[src/rtl/ctl_pkg.sv]
package ctl_pkg;

  localparam int ADDR_W = 3;
  localparam int DATA_W = 32;

  localparam logic [ADDR_W-1:0] A_STATUS = 3'd0;
  localparam logic [ADDR_W-1:0] A_INDEX  = 3'd1;
  localparam logic [ADDR_W-1:0] A_WIRED  = 3'd2;
  localparam logic [ADDR_W-1:0] A_CONFIG = 3'd3;
  localparam logic [ADDR_W-1:0] A_WATCH  = 3'd4;

  localparam logic [2:0] K0_UNCACHED = 3'b010;

  // bit0 boot_vec ... bit5 low_pwr
  typedef struct packed {
    logic low_pwr;
    logic tlb_shut;
    logic nmi_flag;
    logic soft_flag;
    logic err_lvl;
    logic boot_vec;
  } status_t;

  localparam int STATUS_W = $bits(status_t);

  function automatic status_t status_cold();
    status_t s;
    s = '0;
    s.boot_vec = 1'b1;
    s.err_lvl  = 1'b1;
    return s;
  endfunction

  function automatic status_t status_soft(input status_t cur);
    status_t s;
    s = status_cold();
    s.soft_flag = 1'b1;
    s.low_pwr   = cur.low_pwr;
    return s;
  endfunction

endpackage

[src/rtl/ctl_status.sv]
module ctl_status
  import ctl_pkg::*;
(
  input  logic                clk,
  input  logic                cold_rst,
  input  logic                soft_rst,
  input  logic                wr_en,
  input  logic [STATUS_W-1:0] wr_data,
  output status_t             status_q
);

  always_ff @(posedge clk) begin
    if (cold_rst)      status_q <= status_cold();
    else if (soft_rst) status_q <= status_soft(status_q);
    else if (wr_en)    status_q <= status_t'(wr_data);
  end

  a_r2_soft_fields: assert property (@(posedge clk) disable iff (cold_rst)
    soft_rst |=> (status_q.boot_vec && status_q.err_lvl && status_q.soft_flag
                  && !status_q.nmi_flag && !status_q.tlb_shut));

  a_r2_soft_keeps_lowpwr: assert property (@(posedge clk) disable iff (cold_rst)
    soft_rst |=> status_q.low_pwr == $past(status_q.low_pwr));

endmodule

[src/rtl/ctl_index.sv]
module ctl_index #(
  parameter int IDX_W   = 4,
  parameter int MAX_IDX = 15
) (
  input  logic             clk,
  input  logic             cold_rst,
  input  logic             soft_rst,
  input  logic             wired_we,
  input  logic [IDX_W-1:0] wired_wdata,
  output logic [IDX_W-1:0] index_q,
  output logic [IDX_W-1:0] wired_q
);

  localparam logic [IDX_W-1:0] TOP = IDX_W'(MAX_IDX);

  function automatic logic [IDX_W-1:0] next_index(input logic [IDX_W-1:0] cur,
                                                  input logic [IDX_W-1:0] floor_v);
    return (cur <= floor_v) ? TOP : cur - 1'b1;
  endfunction

  logic any_rst;
  logic wrap_evt;
  logic step_evt;
  assign any_rst  = cold_rst | soft_rst;
  assign wrap_evt = !any_rst && !wired_we && (index_q <= wired_q);
  assign step_evt = !any_rst && !wired_we && !(index_q <= wired_q);

  always_ff @(posedge clk) begin
    if (any_rst) begin
      index_q <= TOP;
      wired_q <= '0;
    end else if (wired_we) begin
      index_q <= TOP;
      wired_q <= wired_wdata;
    end else begin
      index_q <= next_index(index_q, wired_q);
    end
  end

  a_r3_soft_reload: assert property (@(posedge clk) disable iff (cold_rst)
    soft_rst |=> (index_q == TOP && wired_q == '0));

  a_r4_step_down: assert property (@(posedge clk) disable iff (cold_rst)
    step_evt |=> index_q == $past(index_q) - 1'b1);

  a_r4_wrap_top: assert property (@(posedge clk) disable iff (cold_rst)
    wrap_evt |=> index_q == TOP);

  a_r5_wired_reload: assert property (@(posedge clk) disable iff (cold_rst)
    (wired_we && !soft_rst) |=> (index_q == TOP && wired_q == $past(wired_wdata)));

endmodule

[src/rtl/ctl_cfgwatch.sv]
module ctl_cfgwatch
  import ctl_pkg::*;
#(
  parameter int CFG_W = 4
) (
  input  logic             clk,
  input  logic             cold_rst,
  input  logic             soft_rst,
  input  logic [CFG_W-1:0] cfg_pins,
  input  logic             k0_we,
  input  logic             watch_we,
  input  logic [2:0]       wr_data,
  output logic [2:0]       k0_q,
  output logic [CFG_W-1:0] pins_q,
  output logic [2:0]       watch_q
);

  logic any_rst;
  assign any_rst = cold_rst | soft_rst;

  always_ff @(posedge clk) begin
    if (cold_rst) begin
      k0_q    <= K0_UNCACHED;
      watch_q <= '0;
    end else if (!soft_rst) begin
      if (k0_we)    k0_q    <= wr_data;
      if (watch_we) watch_q <= wr_data;
    end
  end

  always_ff @(posedge clk) begin
    if (any_rst) pins_q <= cfg_pins;
  end

  a_r6_soft_keeps_watch: assert property (@(posedge clk) disable iff (cold_rst)
    soft_rst |=> watch_q == $past(watch_q));

  a_r7_soft_keeps_k0: assert property (@(posedge clk) disable iff (cold_rst)
    soft_rst |=> k0_q == $past(k0_q));

  a_r7_pins_held: assert property (@(posedge clk) disable iff (cold_rst)
    !soft_rst |=> pins_q == $past(pins_q));

  a_r7_pins_capture: assert property (@(posedge clk) disable iff (cold_rst)
    soft_rst |=> pins_q == $past(cfg_pins));

endmodule

[src/rtl/ctl_regbank.sv]
module ctl_regbank
  import ctl_pkg::*;
#(
  parameter int IDX_W   = 4,
  parameter int MAX_IDX = 15,
  parameter int CFG_W   = 4
) (
  input  logic              clk,
  input  logic              cold_rst,
  input  logic              soft_rst,
  input  logic [CFG_W-1:0]  cfg_pins,
  input  logic              sw_we,
  input  logic [ADDR_W-1:0] sw_addr,
  input  logic [DATA_W-1:0] sw_wdata,
  output logic [DATA_W-1:0] sw_rdata
);

  localparam int CFG_TOP = CFG_W + 3;

  status_t          status_q;
  logic [IDX_W-1:0] index_q;
  logic [IDX_W-1:0] wired_q;
  logic [2:0]       k0_q;
  logic [CFG_W-1:0] pins_q;
  logic [2:0]       watch_q;

  logic wr_status, wr_wired, wr_k0, wr_watch;
  assign wr_status = sw_we && (sw_addr == A_STATUS);
  assign wr_wired  = sw_we && (sw_addr == A_WIRED);
  assign wr_k0     = sw_we && (sw_addr == A_CONFIG);
  assign wr_watch  = sw_we && (sw_addr == A_WATCH);

  ctl_status u_status (
    .clk      (clk),
    .cold_rst (cold_rst),
    .soft_rst (soft_rst),
    .wr_en    (wr_status),
    .wr_data  (sw_wdata[STATUS_W-1:0]),
    .status_q (status_q)
  );

  ctl_index #(.IDX_W(IDX_W), .MAX_IDX(MAX_IDX)) u_index (
    .clk         (clk),
    .cold_rst    (cold_rst),
    .soft_rst    (soft_rst),
    .wired_we    (wr_wired),
    .wired_wdata (sw_wdata[IDX_W-1:0]),
    .index_q     (index_q),
    .wired_q     (wired_q)
  );

  ctl_cfgwatch #(.CFG_W(CFG_W)) u_cfg (
    .clk      (clk),
    .cold_rst (cold_rst),
    .soft_rst (soft_rst),
    .cfg_pins (cfg_pins),
    .k0_we    (wr_k0),
    .watch_we (wr_watch),
    .wr_data  (sw_wdata[2:0]),
    .k0_q     (k0_q),
    .pins_q   (pins_q),
    .watch_q  (watch_q)
  );

  always_comb begin
    sw_rdata = '0;
    case (sw_addr)
      A_STATUS: sw_rdata[STATUS_W-1:0] = status_q;
      A_INDEX:  sw_rdata[IDX_W-1:0]    = index_q;
      A_WIRED:  sw_rdata[IDX_W-1:0]    = wired_q;
      A_CONFIG: sw_rdata[CFG_TOP-1:0]  = {pins_q, k0_q};
      A_WATCH:  sw_rdata[2:0]          = watch_q;
      default:  sw_rdata = '0;
    endcase
  end

  // cold wins when both resets are high
  a_r8_cold_priority: assert property (@(posedge clk)
    (cold_rst && soft_rst) |=> (status_q == status_cold() && watch_q == 3'b000
                                && k0_q == K0_UNCACHED));

  a_r9_unmapped_zero: assert property (@(posedge clk) disable iff (cold_rst)
    (sw_addr > A_WATCH) |-> sw_rdata == '0);

endmodule

[config.mk]
export PLATFORM = sky130hd
export DESIGN_NAME = ctl_regbank
export DESIGN_NICKNAME = d
export VERILOG_FILES = /design/src/rtl/ctl_pkg.sv /design/src/rtl/ctl_status.sv /design/src/rtl/ctl_index.sv /design/src/rtl/ctl_cfgwatch.sv /design/src/rtl/ctl_regbank.sv
export SDC_FILE = /design/constraint.sdc
export NUM_CORES = 1
export LEC_CHECK = 0
export CAP_MARGIN = 10
export CORE_UTILIZATION = 62
export CTS_CLUSTER_SIZE = 12
export DETAILED_ROUTE_END_ITERATION = 10
export DONT_BUFFER_PORTS = 1
export PLACE_DENSITY = 0.78
export SYNTH_ARGS = -nofsm -noshare
export SYNTH_HDL_FRONTEND = slang
export SYNTH_SLANG_ARGS = --single-unit
export TNS_END_PERCENT = 5
[constraint.sdc]
create_clock -name clk -period 1.6 [get_ports clk]
set_clock_uncertainty 0.05 [all_clocks]
set_input_delay 0.32 -clock clk [delete_from_list [all_inputs] [get_ports clk]]
set_output_delay 0.32 -clock clk [all_outputs]
set_load 0.01 [all_outputs]
==> results.py <==
metrics = {
    "clocking": {
        "cts_buffers": 3,
        "cts_setup_buffers": 0,
        "clk_pin_slew_ns": 0.13,
        "cts_buffer_depth": 2,
        "htree_num_levels": 1,
        "clock_latency_ns": 0.31,
        "cts-root-buf": "clkbuf_4",
        "cts_tree": "yes",
        "cts_sinks": 24,
    },
    "place": {
        "placed_cell_area_mm2": 0.00138,
        "port_buffers": 0,
        "gp_congestion": 0.842,
        "dp_hpwl_mm": 1.97,
        "post-place-ws_ns": 0.100,
    },
    "yosys": {
        "synth_area_mm2": 0.00147,
        "yosys.area_share.adder": 0.0426,
        "synthCells": 157,
        "avgSynthCellArea_um2": 9.36,
        "ys_types": 37,
        "synth_edf_count": 4,
        "synthArstFlopShare": 0,
        "synth.area.mux_share": 0.112,
        "synth-simple-area-share": 0.174,
        "yosys_warnings": 0,
        "synth_top_family_by_area": "buffers and inverters",
        "synth_xor_area_frac": 0.0119,
        "synthFlopType": "dfxtp_1",
        "synth_compound_area_frac": 0.120,
        "ys_ff_latch": 24,
        "yosysSeqAreaShare": 0.354,
    },
    "sta": {
        "drv_slew": 0,
        "min_period_ns": 1.72,
        "hold_viol": 0,
        "whs_ns": 0.0389,
        "fin_crit_sh": 1.08,
        "setup_viol": 2,
        "fmax_ghz": 0.580,
        "rsz0062_at_grt": "true",
        "setup_ws_ns": -0.124,
    },
    "finish": {
        "final_cell_mix": "25 x conb_1, 17 x dfxtp_1, 11 x mux2i_1",
        "fillerInstances": 195,
        "drive_gt1_frac": 0.135,
        "finalNetCount": 205,
        "area_growth_pct": 0.170,
        "layout_commonest_cell": "conb_1",
        "diodes": 0,
        "multi_input_area_um2": 788,
        "seqCellArea_um2": 527,
        "final_area_mm2": 0.00147,
    },
    "power": {
        "ir_worst_vdd_mv": 0.728,
        "p_per_area_mw_per_mm2": 818,
        "total_leakage_power_uw": 0.000577,
    },
    "detailed_routing": {
        "drc": 0,
        "dr.pass1.iters": 4,
        "wl_mm": 2.71,
        "final_antenna_net_count": 0,
        "via_count": 1050,
        "viasPerCell": 5.71,
        "drt_iter0_markers": 23,
        "routedWlPerCell_um": 14.7,
    },
    "global_routing": {
        "track_usage": 0.241,
        "grt_antenna_before_repair": 0,
        "grt_pass1_vias": 984,
        "grt_max_degree": 19,
        "overflow": 0,
        "grt_first_pass_wirelength_mm": 4.57,
    },
    "worst_setup_path": {
        "startpoint": "u_cfg.pins_q[0]$_DFFE_PP_",
        "crit_required_ns": 1.23,
        "setup.worst_path.start_class": "flip-flop",
        "r2r-start": "u_index.index_q[0]$_SDFF_PP1_",
        "cp-end-kind": "output pin",
        "crit_fanout": 1,
        "worstSetupPathType": "flip-flop to output pin",
        "arrival_ns": 1.35,
    },
    "status": {
        "status": "complete, but fails checks",
        "violations": "negative setup slack",
    },
    "worst_hold_path": {
        "min_path_type": "input port to flip-flop",
        "hold_start": "cfg_pins[3]",
    },
    "run": {
        "drv_cap": 0,
    },
    "die": {
        "row_count": 17,
        "core_area_mm2": 0.00221,
        "num_io_pins": 75,
        "start_util": 0.664,
        "dieArea_mm2": 0.00257,
        "die_y_um": 50.7,
        "die_w_um": 50.7,
    },
}
-- power by group --
part | switching [uW] | total, uW | leakage, uW | internal, uW
clock network | 179 | 433 | 0.0000279 | 253
logic | 78.5 | 131 | 0.000346 | 52.2
registers | 8.39 | 640 | 0.000203 | 631
-- per-layer routing --
metal,share of wire,track usage,vias to the layer above
li1,-,-,502
met1,0.41,0.282,489
met2,0.50,0.413,54
met3,0.077,0.0788,5
met4,0.013,0.0741,0
met5,0,0,-
-- flip-flops by register name (all words and copies together), names as in the netlist --
signal / cells
u_cfg.k0_q: 3
u_cfg.pins_q: 4
u_cfg.watch_q: 3
u_index.index_q: 4
u_index.wired_q: 4
u_status.status_q: 6
-- synth_stat cells (all sizes together), types with 2 or more instances --
master,count,area [um2]
a21oi,8,40.0
and2,2,12.5
buf,31,230
clkbuf,3,11.3
dfxtp,20,400
edfxtp,4,120
ha,5,62.6
inv,7,26.3
mux2i,12,120
mux4,2,45.0
nand2,6,22.5
nand3,7,35.0
nand3b,2,15.0
nand4,3,18.8
nor2,9,33.8
nor2b,3,18.8
nor3,4,25.0
o211ai,4,30.0
o21a,2,15.0
o21ai,8,40.0
o2bb2ai,2,17.5
xnor2,2,17.5
-- repair_timing --
action | 4_1_cts | 5_1_grt
hold buffers | 1 | 1
setup endpoints to repair | 2 | 8
resized for setup | 4 | 5
pin swaps | 2 | 0
hold endpoints to repair | 6 | 1
-- per-stage QoR --
step / cells / TNS (ns) / total power [uW] / util
final: 184 / -0.208 / 1200 / 0.665
after global routing: 184 / -0.282 / 1250 / 0.665
after CTS: 183 / -0.194 / 1210 / 0.654
after detailed placement: 178 / 0 / 771 / 0.622
after global placement: 178 / 0 / 767 / 0.622
after floorplan: 181 / 0 / 822 / -
-- critical path, cell delays in order, from the launching register on --
cell	delay, ns
edfxtp_1	0.39
mux4_2	0.48
and2_4	0.16
-- logic make-up after synthesis --
group                      after synthesis
AOI/OAI and AO/OA                       28
xor gates and xnor gates                 2
adders and majority gates                5
buffers and inverters                   41
DFF                                     24
muxes                                   14
other                                    1
and+or+nand+nor                         42
-- path summary, 6_finish.rpt --
path / slack (ns) / cells past startpoint / end
setup / recovery: -0.12 / 2 / sw_rdata[3]
hold / removal: 0.04 / 0 / u_cfg.pins_q[3]$_DFFE_PP_
setup reg to reg: 0.14 / 5 / u_index.index_q[2]$_SDFF_PP1_
hold reg to reg: 0.42 / 1 / u_index.index_q[0]$_SDFF_PP1_
-- area by class of cell --
| class | instances | share of cell area |
|---|---|---|
| clock buffers | 3 | 0.0153 |
| clock inverters | 1 | 0.0204 |
| inverters | 7 | 0.0179 |
| multi-input cells | 116 | 0.536 |
| flip-flops and latches | 24 | 0.358 |
| well taps | 28 | 0.0238 |
| repair buffers | 5 | 0.0289 |
(Power assumes the default switching activity.)
